==> config.mk <==
export PLATFORM = sky130hd
export DESIGN_NAME = sio_regfile
export DESIGN_NICKNAME = d
export VERILOG_FILES = /design/src/rtl/sio_pkg.sv /design/src/rtl/sio_lctl_decode.sv /design/src/rtl/sio_sticky_bank.sv /design/src/rtl/sio_modem_track.sv /design/src/rtl/sio_regfile.sv
export SDC_FILE = /design/constraint.sdc
export NUM_CORES = 1
export LEC_CHECK = 0
export ABC_AREA = 1
export BUFFER_PORTS_ARGS = -buffer_cell sky130_fd_sc_hd__buf_2
export CORE_UTILIZATION = 40
export CTS_CLUSTER_SIZE = 40
export DETAILED_ROUTE_END_ITERATION = 10
export GPL_ROUTABILITY_DRIVEN = 1
export GPL_TIMING_DRIVEN = 0
export PLACE_DENSITY = 0.73
export SLEW_MARGIN = 20
export SYNTH_ARGS = -nofsm -noshare
export SYNTH_HDL_FRONTEND = slang
export SYNTH_SLANG_ARGS = --single-unit
export TNS_END_PERCENT = 100
==> constraint.sdc <==
create_clock -name clk_i -period 2.1 [get_ports clk_i]
set_input_delay 0 -clock clk_i [delete_from_list [all_inputs] [get_ports clk_i]]
set_output_delay 0 -clock clk_i [all_outputs]
set_load 0.02 [all_outputs]
==> src/rtl/sio_pkg.sv <==
package sio_pkg;
  localparam int DW    = 8;
  localparam int AW    = 3;
  localparam int NREGS = 1 << AW;
  localparam int NERR  = 4;
  localparam int NMDM  = 4;

  typedef enum logic [AW-1:0] {
    OFS_DATA = 3'd0,
    OFS_IEN  = 3'd1,
    OFS_RSV  = 3'd2,
    OFS_LCTL = 3'd3,
    OFS_MCTL = 3'd4,
    OFS_LSTS = 3'd5,
    OFS_MSTS = 3'd6,
    OFS_SCR  = 3'd7
  } sio_ofs_e;

  typedef enum logic [1:0] {
    PAR_ODD  = 2'b00,
    PAR_EVEN = 2'b01,
    PAR_HIGH = 2'b10,
    PAR_LOW  = 2'b11
  } sio_par_e;
endpackage

==> src/rtl/sio_lctl_decode.sv <==
module sio_lctl_decode
  import sio_pkg::*;
(
  input  logic [DW-1:0] lctl_i,
  output logic [3:0]    data_bits_o,
  output logic [2:0]    stop_halves_o,
  output logic          parity_en_o,
  output sio_par_e      parity_mode_o,
  output logic          break_o
);
  always_comb begin
    data_bits_o = 4'd5 + {2'b00, lctl_i[1:0]};
    if (!lctl_i[2])               stop_halves_o = 3'd2;
    else if (lctl_i[1:0] == 2'b00) stop_halves_o = 3'd3;
    else                          stop_halves_o = 3'd4;
    parity_en_o   = lctl_i[3];
    parity_mode_o = sio_par_e'(lctl_i[5:4]);
    break_o       = lctl_i[6];
  end

  // stop length stays within 1..2 bits
  always_comb begin
    a_stop_range_r5: assert (stop_halves_o >= 3'd2 && stop_halves_o <= 3'd4);
  end
endmodule

==> src/rtl/sio_sticky_bank.sv <==
module sio_sticky_bank #(
  parameter int N = 4
) (
  input  logic         clk_i,
  input  logic         rst_ni,
  input  logic [N-1:0] set_i,
  input  logic         clr_i,
  output logic [N-1:0] flag_o
);
  for (genvar g = 0; g < N; g++) begin : g_flag
    always_ff @(posedge clk_i or negedge rst_ni) begin
      if (!rst_ni)       flag_o[g] <= 1'b0;
      else if (set_i[g]) flag_o[g] <= 1'b1;
      else if (clr_i)    flag_o[g] <= 1'b0;
    end

    p_hold_r9: assert property (@(posedge clk_i) disable iff (!rst_ni)
      (flag_o[g] && !clr_i) |=> flag_o[g]);
    p_set_r9: assert property (@(posedge clk_i) disable iff (!rst_ni)
      set_i[g] |=> flag_o[g]);
  end
endmodule

==> src/rtl/sio_modem_track.sv <==
module sio_modem_track #(
  parameter int N = 4
) (
  input  logic         clk_i,
  input  logic         rst_ni,
  input  logic [N-1:0] pin_i,
  input  logic         clr_i,
  output logic [N-1:0] lvl_o,
  output logic [N-1:0] chg_o
);
  logic [N-1:0] diff;
  assign diff = pin_i ^ lvl_o;

  always_ff @(posedge clk_i or negedge rst_ni) begin
    if (!rst_ni) lvl_o <= '0;
    else         lvl_o <= pin_i;
  end

  sio_sticky_bank #(.N(N)) u_chg (
    .clk_i  (clk_i),
    .rst_ni (rst_ni),
    .set_i  (diff),
    .clr_i  (clr_i),
    .flag_o (chg_o)
  );

  p_clr_r10: assert property (@(posedge clk_i) disable iff (!rst_ni)
    (clr_i && diff == '0) |=> (chg_o == '0));
  p_lvl_r10: assert property (@(posedge clk_i) disable iff (!rst_ni)
    (diff == '0) |=> $stable(lvl_o));
endmodule

==> src/rtl/sio_regfile.sv <==
module sio_regfile
  import sio_pkg::*;
#(
  parameter int IEN_W = 4,
  parameter int MCR_W = 5
) (
  input  logic          clk_i,
  input  logic          rst_ni,
  input  logic [AW-1:0] addr_i,
  input  logic [DW-1:0] wdata_i,
  input  logic          wr_i,
  input  logic          rd_i,
  output logic [DW-1:0] rdata_o,
  output logic          tx_push_o,
  output logic [DW-1:0] tx_data_o,
  output logic          rx_pop_o,
  input  logic [DW-1:0] rx_data_i,
  input  logic          rx_avail_i,
  input  logic          thr_empty_i,
  input  logic          tx_idle_i,
  input  logic          fifo_err_i,
  input  logic          overrun_i,
  input  logic          parity_err_i,
  input  logic          framing_err_i,
  input  logic          break_det_i,
  input  logic          cts_i,
  input  logic          dsr_i,
  input  logic          ri_i,
  input  logic          dcd_i,
  output logic [2*DW-1:0] divisor_o,
  output logic [3:0]    data_bits_o,
  output logic [2:0]    stop_halves_o,
  output logic          parity_en_o,
  output logic [1:0]    parity_mode_o,
  output logic          break_o,
  output logic [IEN_W-1:0] ier_o,
  output logic          dtr_o,
  output logic          rts_o,
  output logic          out1_o,
  output logic          out2_o,
  output logic          loopback_o
);
  localparam int DIV_W = 2 * DW;

  logic [DW-1:0]    lctl_q, scr_q, dll_q, dlm_q;
  logic [MCR_W-1:0] mctl_q;
  logic [IEN_W-1:0] ien_q;
  logic [NREGS-1:0] sel;
  logic             dlab;
  logic [NERR-1:0]  err_flags;
  logic [NMDM-1:0]  mdm_lvl, mdm_chg;
  sio_par_e         par_mode;

  for (genvar g = 0; g < NREGS; g++) begin : g_sel
    assign sel[g] = (addr_i == AW'(g));
  end

  assign dlab = lctl_q[DW-1];

  always_ff @(posedge clk_i or negedge rst_ni) begin
    if (!rst_ni) begin
      lctl_q <= '0;
      mctl_q <= '0;
      ien_q  <= '0;
      scr_q  <= '0;
      dll_q  <= '0;
      dlm_q  <= '0;
    end else if (wr_i) begin
      if (sel[OFS_DATA] && dlab)  dll_q  <= wdata_i;
      if (sel[OFS_IEN] && dlab)   dlm_q  <= wdata_i;
      if (sel[OFS_IEN] && !dlab)  ien_q  <= wdata_i[IEN_W-1:0];
      if (sel[OFS_LCTL])          lctl_q <= wdata_i;
      if (sel[OFS_MCTL])          mctl_q <= wdata_i[MCR_W-1:0];
      if (sel[OFS_SCR])           scr_q  <= wdata_i;
    end
  end

  assign divisor_o = {dlm_q, dll_q};
  assign ier_o     = ien_q;
  assign tx_push_o = wr_i && sel[OFS_DATA] && !dlab;
  assign tx_data_o = wdata_i;
  assign rx_pop_o  = rd_i && sel[OFS_DATA] && !dlab;
  assign {loopback_o, out2_o, out1_o, rts_o, dtr_o} = mctl_q;

  sio_lctl_decode u_dec (
    .lctl_i        (lctl_q),
    .data_bits_o   (data_bits_o),
    .stop_halves_o (stop_halves_o),
    .parity_en_o   (parity_en_o),
    .parity_mode_o (par_mode),
    .break_o       (break_o)
  );
  assign parity_mode_o = par_mode;

  sio_sticky_bank #(.N(NERR)) u_lsts (
    .clk_i  (clk_i),
    .rst_ni (rst_ni),
    .set_i  ({break_det_i, framing_err_i, parity_err_i, overrun_i}),
    .clr_i  (rd_i && sel[OFS_LSTS]),
    .flag_o (err_flags)
  );

  sio_modem_track #(.N(NMDM)) u_msts (
    .clk_i  (clk_i),
    .rst_ni (rst_ni),
    .pin_i  ({dcd_i, ri_i, dsr_i, cts_i}),
    .clr_i  (rd_i && sel[OFS_MSTS]),
    .lvl_o  (mdm_lvl),
    .chg_o  (mdm_chg)
  );

  always_comb begin
    rdata_o = '0;
    unique case (sio_ofs_e'(addr_i))
      OFS_DATA: rdata_o = dlab ? dll_q : rx_data_i;
      OFS_IEN:  rdata_o = dlab ? dlm_q : DW'(ien_q);
      OFS_RSV:  rdata_o = '0;
      OFS_LCTL: rdata_o = lctl_q;
      OFS_MCTL: rdata_o = DW'(mctl_q);
      OFS_LSTS: rdata_o = {fifo_err_i, tx_idle_i, thr_empty_i, err_flags, rx_avail_i};
      OFS_MSTS: rdata_o = {mdm_lvl, mdm_chg};
      OFS_SCR:  rdata_o = scr_q;
      default:  rdata_o = '0;
    endcase
  end

  p_div_hold_r2: assert property (@(posedge clk_i) disable iff (!rst_ni)
    !(wr_i && dlab && (sel[OFS_DATA] || sel[OFS_IEN])) |=> $stable(divisor_o));
  p_no_push_dlab_r3: assert property (@(posedge clk_i) disable iff (!rst_ni)
    (tx_push_o || rx_pop_o) |-> !lctl_q[DW-1]);
  p_mctl_hold_r8: assert property (@(posedge clk_i) disable iff (!rst_ni)
    !(wr_i && sel[OFS_MCTL]) |=> $stable({loopback_o, out2_o, out1_o, rts_o, dtr_o}));
  p_scr_hold_r11: assert property (@(posedge clk_i) disable iff (!rst_ni)
    !(wr_i && sel[OFS_SCR]) |=> $stable(scr_q));
  p_brk_follow_r7: assert property (@(posedge clk_i) disable iff (!rst_ni)
    (wr_i && sel[OFS_LCTL]) |=> (break_o == $past(wdata_i[6])));
endmodule

==> results of run 1 <==
-- final timing paths --
check | slack (ns) | startpoint | endpoint
max | 0.25 | lctl_q[7] | rdata_o[4]
min | 0.02 | wdata_i[5] | dlm_q[5]
max reg2reg | 0.86 | lctl_q[7] | lctl_q[7]
min reg2reg | 0.50 | scr_q[2] | scr_q[2]
max in group asynchronous | 1.41 | rst_ni | mctl_q[0]
min in group asynchronous | 0.25 | rst_ni | lctl_q[3]
-- area by class of cell --
cell class / instances / area [um2] / area share, %
well taps: 99 / 124 / 3.32
clock inverters: 3 / 47.5 / 1.27
plain buffers: 26 / 211 / 5.67
clock buffers: 5 / 68.8 / 1.84
inverters: 35 / 140 / 3.75
flip-flops and latches: 53 / 1330 / 35.5
multi-input cells: 251 / 1290 / 34.6
repair buffers: 95 / 523 / 14.0
-- power by group --
group          internal, mW  leakage [nW]  switching [mW]
registers              1.21         0.641           0.160
logic                 0.380          1.31           0.665
clock network         0.364        0.0591           0.367
-- per-stage QoR --
step	util (%)	std cells	total power [mW]	worst slack, ns	hold slack, ns
floorplan	-	365	2.05	0.855	-0.296
global placement	48.8	550	2.40	0.656	0.133
detailed placement	48.9	550	2.43	0.619	0.0784
CTS	51.7	567	3.17	0.244	0.0102
global route	51.7	567	3.34	0.126	0.0334
finish	51.7	567	3.15	0.250	0.0215
-- timing repair --
| item | in CTS | in global routing |
|---|---|---|
| endpoints found under the hold margin | 65 | 0 |
| hold buffers | 9 | 0 |
| endpoints found under the setup margin | 0 | 0 |
-- logic make-up after synthesis --
family                   after synthesis
AO/OA/AOI/OAI                         49
XOR/XNOR                               4
adder cells (fa/ha/maj)                2
buffers and inverters                 61
flip-flops                            53
AND/OR/NAND/NOR                      196
-- cells in the final DEF, fill, tap and decap left out, drive strengths merged --
master,Yosys,routed
nand3,19,19
nor3,1,1
o21bai,4,4
xnor2,4,4
nor2,28,28
ha,2,2
clkbuf,1,6
inv,33,35
nand4,27,27
dfrtp,53,53
clkinv,2,2
o21ai,45,45
nand2,121,121
dlygate4sd3,0,9
buf,25,111
bufinv,0,1
-- layer usage --
metal / vias up / routed length (um) / global-route usage [%]
met3: 10 / 494 / 3.68
met5: - / 0 / 0
met2: 91 / 3610 / 33.5
li1: 1378 / - / -
met1: 1258 / 3460 / 28.3
met4: 0 / 109 / 6.45
-- state kept, by name (all words and copies together) (netlist names) --
name	count
dll_q	8
dlm_q	8
lctl_q	8
scr_q	8
mctl_q	5
ier_o	4
u_lsts.flag_o	4
u_msts.lvl_o	4
u_msts.u_chg.flag_o	4
-- critical path, delay by kind of cell (launching register included) --
kind | cells | cell delay (ns)
buf+inv | 3 | 0.79
simple gates | 4 | 0.35
flops | 1 | 0.38
==> qor.log, run 1 <==
INFO  place          dpl_cell_area=0.00353mm2
INFO  floorplan      floorplan.die.width=88.2um
INFO  synthesis      synth_enable_flop_cells=0
INFO  clock_network  cts_max_level=2
INFO  grt            antenna_violations_before_repair=0
INFO  synthesis      synth.cells.most_frequent=nand2_1 (115), dfrtp_1 (53), inv_1 (30)
INFO  synthesis      synthesized_area_fraction_occupied_by_ao_oa_aoi_and_oai_cells=9.86%
INFO  timing         upper_clock_frequency_limit=0.541GHz
INFO  grt            grt_start_max_net_pins=54
INFO  timing         final_min_period_over_clock_period=88.1%
INFO  critical_path  worst-setup-path-type=reg2out
INFO  grt            overflow=0
INFO  detailed_routing wl_per_cell=13.5um
INFO  clock_network  clock-sinks=53
INFO  final_layout   flow.area_growth_from_synthesis=25.7%
INFO  floorplan      chipHeight=88.2um
INFO  synthesis      synth_seq_cells=53
INFO  synthesis      synth-xor-area-share=1.18%
INFO  timing         max_slew.worst_pin.slew=0.662ns
INFO  synthesis      synthesis.area=0.00297mm2
INFO  synthesis      count_of_mapped_cells_out_of_synthesis=365
INFO  timing         number_of_hold_slack_violations_in_the_final_timing_report=0
INFO  floorplan      dieArea=0.00777mm2
INFO  critical_path  crit_fanout=10
INFO  place          place.detailed.hpwl=5830um
INFO  detailed_routing route.antenna.remaining_nets=0
INFO  synthesis      netlist-cell-type-count=29
INFO  critical_path  cp_cell_sequence=buf_2 > clkbuf_1 > nand2_1 > nand2_1 > nand2_1 > nand3_1 > buf_2
INFO  synthesis      post_synth_mux_area_share=0%
INFO  final_layout   drive_above_1_share=31.4%
INFO  synthesis      cell_accounting_for_the_most_synthesized_area=dfrtp_1
INFO  clock_network  ctsRootBufferMaster=clkbuf_8
INFO  critical_path  worst_path_required_time=2.10ns
INFO  clock_network  cts_made_buffers=5
INFO  grt            number_of_global_route_vias_before_repair=2514
INFO  hold_path      timing.hold.worst_path_depth=3
INFO  clock_network  insertion_delay=0.32ns
INFO  detailed_routing drtIter0Drc=116
INFO  timing         period_minus_slack=1.85ns
INFO  critical_path  arrival_time_of_data_at_the_critical_path_endpoint=1.85ns
INFO  synthesis      combinational_family_with_the_most_area_after_synthesis=simple AND/OR/NAND/NOR gates
INFO  detailed_routing post-route-drc-count=0
INFO  critical_path  worstRegToRegCells=4
INFO  synthesis      synth_top_cell_area_share=44.7%
INFO  synthesis      syn_avg_cell_area=8.13um2
INFO  critical_path  worst_path_most_repeated_cell=nand2_1
INFO  floorplan      placement_rows=31
INFO  detailed_routing drt-pass1-iter-count=4
INFO  run            maxCapViolations=0
INFO  floorplan      initial_core_util=41.2%
INFO  timing         timing.max_slew.rel_slack=55.9%
INFO  floorplan      top_level_ports=89
INFO  timing         report.final.setup_viol=0
INFO  synthesis      synth_async_sr_flop_share=100%
INFO  power_and_ir_drop p_leak=2.01nW
INFO  synthesis      synth_sequential_area_ratio=44.7%
INFO  place          numPortBuffers=86
INFO  final_layout   nets=504
INFO  synthesis      most_common_cell_in_the_synthesized_netlist=nand2_1
INFO  place          routability_driven_placement_congestion_ratio=0.860
INFO  critical_path  critical_path.endpoint_type=output pin
INFO  synthesis      synth_top_flop_cell=dfrtp_1
INFO  grt            globalRouteTotalUtil=20.7%
INFO  timing         fin_worst_skew=0.00645ns
INFO  timing         rsz0062_at_grt=false
INFO  final_layout   fillerInstances=750
INFO  critical_path  crit_path_top_delay_cell=clkbuf_1
INFO  synthesis      synth_simple_gate_area_share=31.6%
INFO  clock_network  clkSlewWorstSetupHoldPaths=0.10ns
INFO  clock_network  post_cts_resize_count=0
INFO  final_layout   cell_area_after_layout=0.00373mm2
INFO  final_layout   n_antenna_cell=0
INFO  detailed_routing detail_route.vias_per_cell=4.83
INFO  critical_path  critical_path.max_stage_delay=0.40ns
INFO  synthesis      synth_fp_nets=402
INFO  timing         final-max-slew-violation-count=0
INFO  grt            grt_first_pass_wirelength=12200um
INFO  floorplan      core_area=0.00721mm2
INFO  critical_path  crit_path_start_kind=register
INFO  detailed_routing wirelength=7680um
INFO  clock_network  cts_tree=yes
INFO  status         run_status=finished clean
INFO  synthesis      netlist_top_cells_area=dfrtp_1 (45%), nand2_1 (15%), nand4_1 (5.3%), inv_1 (3.8%), nor2_1 (3.2%)
INFO  power_and_ir_drop irDropWorstVdd=0.446mV
INFO  timing         setup_tns=0ns
INFO  hold_path      class_of_the_most_critical_hold_timing_path=in2reg
INFO  clock_network  setup_bufs_post_cts=0
INFO  detailed_routing num_vias=2737
INFO  power_and_ir_drop power_per_cell_area=843mW/mm2
INFO  clock_network  cts.path.max_buffers=2
INFO  synthesis      synth_warnings=0
INFO  synthesis      yosys.area_share.adder=0.843%
(Power assumes the default switching activity.)
==> run 2: changes to the inputs <==
CORE_MARGIN = 5   (was not set)
==> run 2 against run 1 <==
The flow now finishes with violations (negative hold slack); utilization is 0.59 points lower; register-to-register slack better by 0.04 ns; via count is 2.2% higher; flip-flop and latch count stayed put; global-route usage is 2.1 points lower; clock power is 16% lower; maximum frequency is 2.3% higher; die area is 19% higher; first-iteration DRC count is 39% higher; hold slack worse by 0.024 ns; sequential share of layout area is 0.22 points higher; final cell count stayed put; critical endpoint is now rdata_o[3]; largest cell class unchanged.
==> qor.log, run 2 (synthesis results as in run 1) <==
INFO  status         run_status=complete, but fails checks
INFO  status         failing_checks=negative hold slack
INFO  clock_network  cts_tree=yes
INFO  critical_path  arrival_time_of_data_at_the_critical_path_endpoint=1.81ns
INFO  grt            overflow=0
INFO  place          dpl_cell_area=0.00353mm2
INFO  place          numPortBuffers=86
INFO  final_layout   cell_area_after_layout=0.00371mm2
INFO  final_layout   final_common_cell=nand2_1
INFO  clock_network  clkSlewWorstSetupHoldPaths=0.11ns
INFO  grt            antenna_violations_before_repair=0
INFO  detailed_routing route.antenna.remaining_nets=0
INFO  timing         fin_worst_skew=0.00388ns
INFO  place          routability_driven_placement_congestion_ratio=0.942
INFO  timing         timing.max_slew.rel_slack=54.6%
INFO  timing         upper_clock_frequency_limit=0.553GHz
INFO  clock_network  cts_made_buffers=5
INFO  grt            number_of_global_route_vias_before_repair=2728
INFO  final_layout   sequential_cell_area=0.00133mm2
INFO  detailed_routing num_vias=2797
INFO  clock_network  cts_max_level=2
INFO  hold_path      class_of_the_most_critical_hold_timing_path=in2reg
INFO  timing         final-max-slew-violation-count=0
INFO  timing         final_min_period_over_clock_period=86.1%
INFO  grt            grt_first_pass_wirelength=13200um
INFO  timing         period_minus_slack=1.81ns
INFO  clock_network  insertion_delay=0.32ns
INFO  critical_path  regToRegSetupSlack=0.90ns
INFO  timing         report.final.setup_viol=0
INFO  detailed_routing drtIter0Drc=161
INFO  floorplan      chipHeight=96.2um
INFO  detailed_routing drt-pass1-iter-count=4
INFO  grt            globalRouteTotalUtil=18.6%
INFO  clock_network  clock-sinks=53
INFO  detailed_routing detail_route.vias_per_cell=4.93
INFO  final_layout   fillerInstances=699
INFO  power_and_ir_drop irDropWorstVdd=0.422mV
INFO  critical_path  cp_cell_sequence=buf_2 > inv_1 > buf_2 > nand2_1 > nand2_1 > nand2_1 > nand3_1 > buf_2
INFO  final_layout   drive_above_1_share=31.4%
INFO  place          place.detailed.hpwl=6360um
INFO  critical_path  crit_fanout=10
INFO  critical_path  crit_path_start_kind=register
INFO  timing         rsz0062_at_grt=false
INFO  power_and_ir_drop p_leak=2.00nW
INFO  detailed_routing maxUsedRoutingLayer=met4
INFO  detailed_routing detailroute.wirelength.met3=482um
INFO  clock_network  ctsRootBufferMaster=clkbuf_8
INFO  timing         final.hold.worst_slack=-0.00237ns
INFO  final_layout   most-common-layout-cells=nand2_1 (115), buf_2 (91), dfrtp_1 (53), inv_1 (30)
INFO  grt            grt_start_max_net_pins=54
INFO  final_layout   flow.area_growth_from_synthesis=24.9%
INFO  clock_network  post_cts_resize_count=0
INFO  detailed_routing wl_met2=3890um
INFO  final_layout   multiInputGateArea=0.00129mm2
INFO  run            maxCapViolations=0
INFO  detailed_routing wirelength=8310um
INFO  detailed_routing detailed_routing_wirelength_on_met1=3760um
INFO  floorplan      dieArea=0.00925mm2
INFO  critical_path  critical_path.max_stage_delay=0.39ns
INFO  timing         max_slew.worst_pin.slew=0.681ns
INFO  floorplan      placement_rows=31
INFO  clock_network  cts.path.max_buffers=2
INFO  floorplan      floorplan.die.width=96.2um
INFO  timing         setup_tns=0ns
INFO  critical_path  worst_path_required_time=2.10ns
INFO  floorplan      initial_core_util=40.9%
INFO  power_and_ir_drop power_per_cell_area=821mW/mm2
INFO  detailed_routing wl_per_cell=14.6um
INFO  timing         number_of_hold_slack_violations_in_the_final_timing_report=1
INFO  final_layout   nets=504
INFO  floorplan      top_level_ports=89
INFO  detailed_routing post-route-drc-count=0
INFO  critical_path  worst-setup-path-type=reg2out
INFO  final_layout   n_antenna_cell=0
INFO  critical_path  crit_path_top_delay_cell=dfrtp_1
INFO  floorplan      core_area=0.00725mm2
INFO  critical_path  critical_path.endpoint_type=output pin
run 2: per-layer routing:
| layer | vias to the layer above | global-route usage [%] |
|---|---|---|
| met5 | - | 0 |
| met2 | 93 | 30.0 |
| met3 | 18 | 3.13 |
| met4 | 0 | 6.99 |
| li1 | 1386 | - |
| met1 | 1300 | 25.1 |
run 2: final timing paths:
kind / from / to / cells past startpoint
max in group asynchronous: rst_ni / u_lsts.flag_o[3] / 2
max reg2reg: lctl_q[7] / lctl_q[7] / 4
min in group asynchronous: rst_ni / u_lsts.flag_o[2] / 2
min reg2reg: scr_q[3] / scr_q[3] / 2
min: wdata_i[5] / dlm_q[5] / 3
max: lctl_q[7] / rdata_o[3] / 8
run 2: cell type report:
class	count	share of cell area, %
well taps	99	3.34
inverters	35	3.78
clock inverters	3	0.675
multi-input cells	251	34.8
repair buffers	95	14.1
flip-flops and latches	53	35.8
clock buffers	5	1.85
plain buffers	26	5.70
run 2: through the flow:
stage          hold slack, ns  utilization, %  setup WS (ns)  std cells  power (mW)
5_1_grt                0.0228            51.1          0.110        567        3.23
6_report             -0.00237            51.1          0.291        567        3.05
2_1_floorplan          -0.296               -          0.855        365        2.05
3_5_place_dp           0.0791            48.6          0.661        550        2.45
3_3_place_gp            0.135            48.6          0.666        550        2.41
4_1_cts               0.00466            51.1          0.284        567        3.07
run 2: where the power goes:
part | switching (mW) | internal, mW
clock network | 0.373 | 0.241
registers | 0.163 | 1.21
logic | 0.678 | 0.379
total | 1.21 | 1.83
run 2: worst max-delay path, delay by kind of cell, from the launching register on:
kind | cells | cell delay (ns)
buffers and inverters | 4 | 0.78
flip-flops | 1 | 0.39
AND/OR/NAND/NOR | 4 | 0.31
run 2: timing repair:
| action | in CTS | in global routing |
|---|---|---|
| setup buffers | 0 | 0 |
| hold buffers | 9 | 0 |
| endpoints found under the hold margin | 65 | 0 |
==> run 3: changes to the inputs <==
==> constraint.sdc (replaced) <==
create_clock -name clk_i -period 2.1 [get_ports clk_i]
set_input_delay 0.21 -clock clk_i [delete_from_list [all_inputs] [get_ports clk_i]]
set_output_delay 0.21 -clock clk_i [all_outputs]
set_load 0.02 [all_outputs]
==> run 3 against run 2 <==
The flow now finishes without violations; total power down 0.27%; cell area down 2.1%; clock-buffer cell count unchanged; largest power group unchanged; routed wire length down 0.49%; global-route usage about the same; critical path type unchanged; register-to-register slack better by 0.09 ns.
==> qor.log, run 3 (synthesis results as in run 1) <==
INFO  clock_network  cts.path.max_buffers=2
INFO  timing         fin_worst_skew=0.00126ns
INFO  critical_path  worstRegToRegCells=5
INFO  run            maxCapViolations=0
INFO  timing         final-max-slew-violation-count=0
INFO  clock_network  cts_tree=yes
INFO  final_layout   fillerInstances=710
INFO  timing         report.final.setup_viol=0
INFO  critical_path  cp_cell_sequence=buf_2 > inv_2 > buf_4 > nand2_1 > nand2_1 > nand2_1 > nand3_1 > buf_2
INFO  timing         final_min_period_over_clock_period=89.6%
INFO  detailed_routing drtIter0Drc=113
INFO  hold_path      class_of_the_most_critical_hold_timing_path=in2reg
INFO  clock_network  insertion_delay=0.32ns
INFO  floorplan      chipHeight=96.2um
INFO  place          routability_driven_placement_congestion_ratio=0.942
INFO  final_layout   final_common_cell=nand2_1
INFO  floorplan      top_level_ports=89
INFO  grt            antenna_violations_before_repair=0
INFO  grt            overflow=0
INFO  final_layout   n_antenna_cell=0
INFO  detailed_routing num_vias=2746
INFO  clock_network  setup_bufs_post_cts=0
INFO  timing         setup_tns=0ns
INFO  floorplan      dieArea=0.00925mm2
INFO  timing         upper_clock_frequency_limit=0.532GHz
INFO  power_and_ir_drop p_leak=1.97nW
INFO  floorplan      placement_rows=31
INFO  critical_path  worst_path_required_time=1.89ns
INFO  clock_network  cts_max_level=2
INFO  critical_path  critPathTopFamily=buffers and inverters
INFO  detailed_routing route.antenna.remaining_nets=0
INFO  critical_path  cp_num_buf_inv=4
INFO  timing         final.hold.worst_slack=0.0157ns
INFO  critical_path  arrival_time_of_data_at_the_critical_path_endpoint=1.67ns
INFO  final_layout   flow.area_growth_from_synthesis=22.4%
INFO  grt            number_of_global_route_vias_before_repair=2710
INFO  floorplan      floorplan.die.width=96.2um
INFO  critical_path  reg2reg_from=lctl_q[7]
INFO  timing         number_of_hold_slack_violations_in_the_final_timing_report=0
INFO  hold_path      whs_endpoint=u_msts.lvl_o[3]
INFO  clock_network  ctsRootBufferMaster=clkbuf_8
INFO  critical_path  crit_path_start_kind=register
INFO  timing         max_slew.worst_pin.slew=0.664ns
INFO  grt            grt_first_pass_wirelength=13200um
INFO  critical_path  critical_path.endpoint_type=output pin
INFO  floorplan      initial_core_util=40.9%
INFO  grt            globalRouteTotalUtil=18.6%
INFO  detailed_routing detail_route.vias_per_cell=4.91
INFO  final_layout   drive_above_1_share=32.4%
INFO  clock_network  clock-sinks=53
INFO  clock_network  cts_made_buffers=5
INFO  clock_network  clkSlewWorstSetupHoldPaths=0.11ns
INFO  final_layout   utilization=50.1%
INFO  power_and_ir_drop power_per_cell_area=836mW/mm2
INFO  critical_path  crit_fanout=10
INFO  critical_path  critical_path.max_stage_delay=0.39ns
INFO  critical_path  worst_path_most_repeated_cell=nand2_1
INFO  detailed_routing wl_per_cell=14.8um
INFO  floorplan      core_area=0.00725mm2
INFO  hold_path      timing.hold.worst_path_depth=1
INFO  final_layout   most-common-layout-cells=nand2_1 (115), buf_2 (90), dfrtp_1 (53), inv_1 (29)
INFO  power_and_ir_drop irDropWorstVdd=0.420mV
INFO  critical_path  worst-setup-path-type=reg2out
INFO  timing         timing.max_slew.rel_slack=55.7%
INFO  detailed_routing wirelength=8260um
INFO  critical_path  regToRegEndpoint=ier_o[1]
INFO  timing         period_minus_slack=1.88ns
INFO  critical_path  regToRegSetupSlack=0.99ns
INFO  place          numPortBuffers=86
INFO  grt            grt_start_max_net_pins=54
INFO  detailed_routing post-route-drc-count=0
INFO  detailed_routing drt-pass1-iter-count=4
INFO  critical_path  crit_path_top_delay_cell=dfrtp_1
INFO  power_and_ir_drop design_power_total=3.04mW
INFO  status         run_status=finished clean
INFO  place          place.detailed.hpwl=6360um
INFO  final_layout   nets=496
INFO  timing         rsz0062_at_grt=false
INFO  hold_path      hold_path.startpoint=dcd_i
==> run 3: cell count changes in the layout (fill, tap and decap cells not counted) <==
cell	delta
buf_2	-1
buf_4	+1
clkbuf_1	-1
clkbuf_2	+1
dlygate4sd3_1	-8
inv_1	-1
inv_2	+1
==> run 3: power breakdown <==
part           switching (mW)  internal, mW
logic                   0.677         0.373
clock network           0.372         0.241
registers               0.163          1.21
total                    1.21          1.83
==> run 3: cell type report <==
| class | instances | area (um2) | area share (%) |
|---|---|---|---|
| Clock buffer | 5 | 68.8 | 1.89 |
| Buffer | 26 | 215 | 5.92 |
| Multi-Input combinational cell | 251 | 1290 | 35.5 |
| Timing Repair Buffer | 87 | 443 | 12.2 |
| Inverter | 35 | 140 | 3.86 |
| Tap cell | 99 | 124 | 3.41 |
| Sequential cell | 53 | 1330 | 36.5 |
| Clock inverter | 3 | 25.0 | 0.689 |
==> run 3: worst register-to-register path, delay by kind of cell (launching register included) <==
kind | cells | cell delay (ns)
flops | 1 | 0.39
buf+inv | 2 | 0.31
compound gates | 1 | 0.08
simple gates | 2 | 0.23
==> run 3: routing by layer <==
| metal | up-vias | track usage, % | part of all wire [%] |
|---|---|---|---|
| met5 | - | 0 | 0 |
| met4 | 0 | 6.99 | 1.4 |
| met3 | 12 | 3.36 | 6.5 |
| met2 | 85 | 29.8 | 48 |
| met1 | 1283 | 25.0 | 44 |
| li1 | 1366 | - | - |
==> run 3: timing repair <==
action	in CTS	in global routing
gates resized for setup	0	5
hold endpoints to repair	53	0
setup endpoints to repair	0	5
hold buffers	1	0
==> run 3: worst max path at each step <==
stage | startpoint | to | slack, ns | cells after the start
after floorplan | lctl_q[0] | stop_halves_o[1] | 0.64 | 4
after global placement | lctl_q[7] | rdata_o[3] | 0.46 | 8
after detailed placement | lctl_q[7] | rdata_o[3] | 0.45 | 8
after CTS | lctl_q[7] | rdata_o[3] | 0.07 | 8
after global routing | lctl_q[7] | rdata_o[1] | 0.07 | 8
final | lctl_q[7] | rdata_o[3] | 0.22 | 8
==> run 3: stage by stage <==
| step | cells | setup WS [ns] | area (um2) |
|---|---|---|---|
| after detailed placement | 550 | 0.451 | 3530 |
| final | 559 | 0.219 | 3630 |
| after CTS | 559 | 0.0735 | 3630 |
| after floorplan | 365 | 0.645 | 2970 |
| after global placement | 550 | 0.456 | 3520 |
| after global routing | 559 | 0.0719 | 3630 |
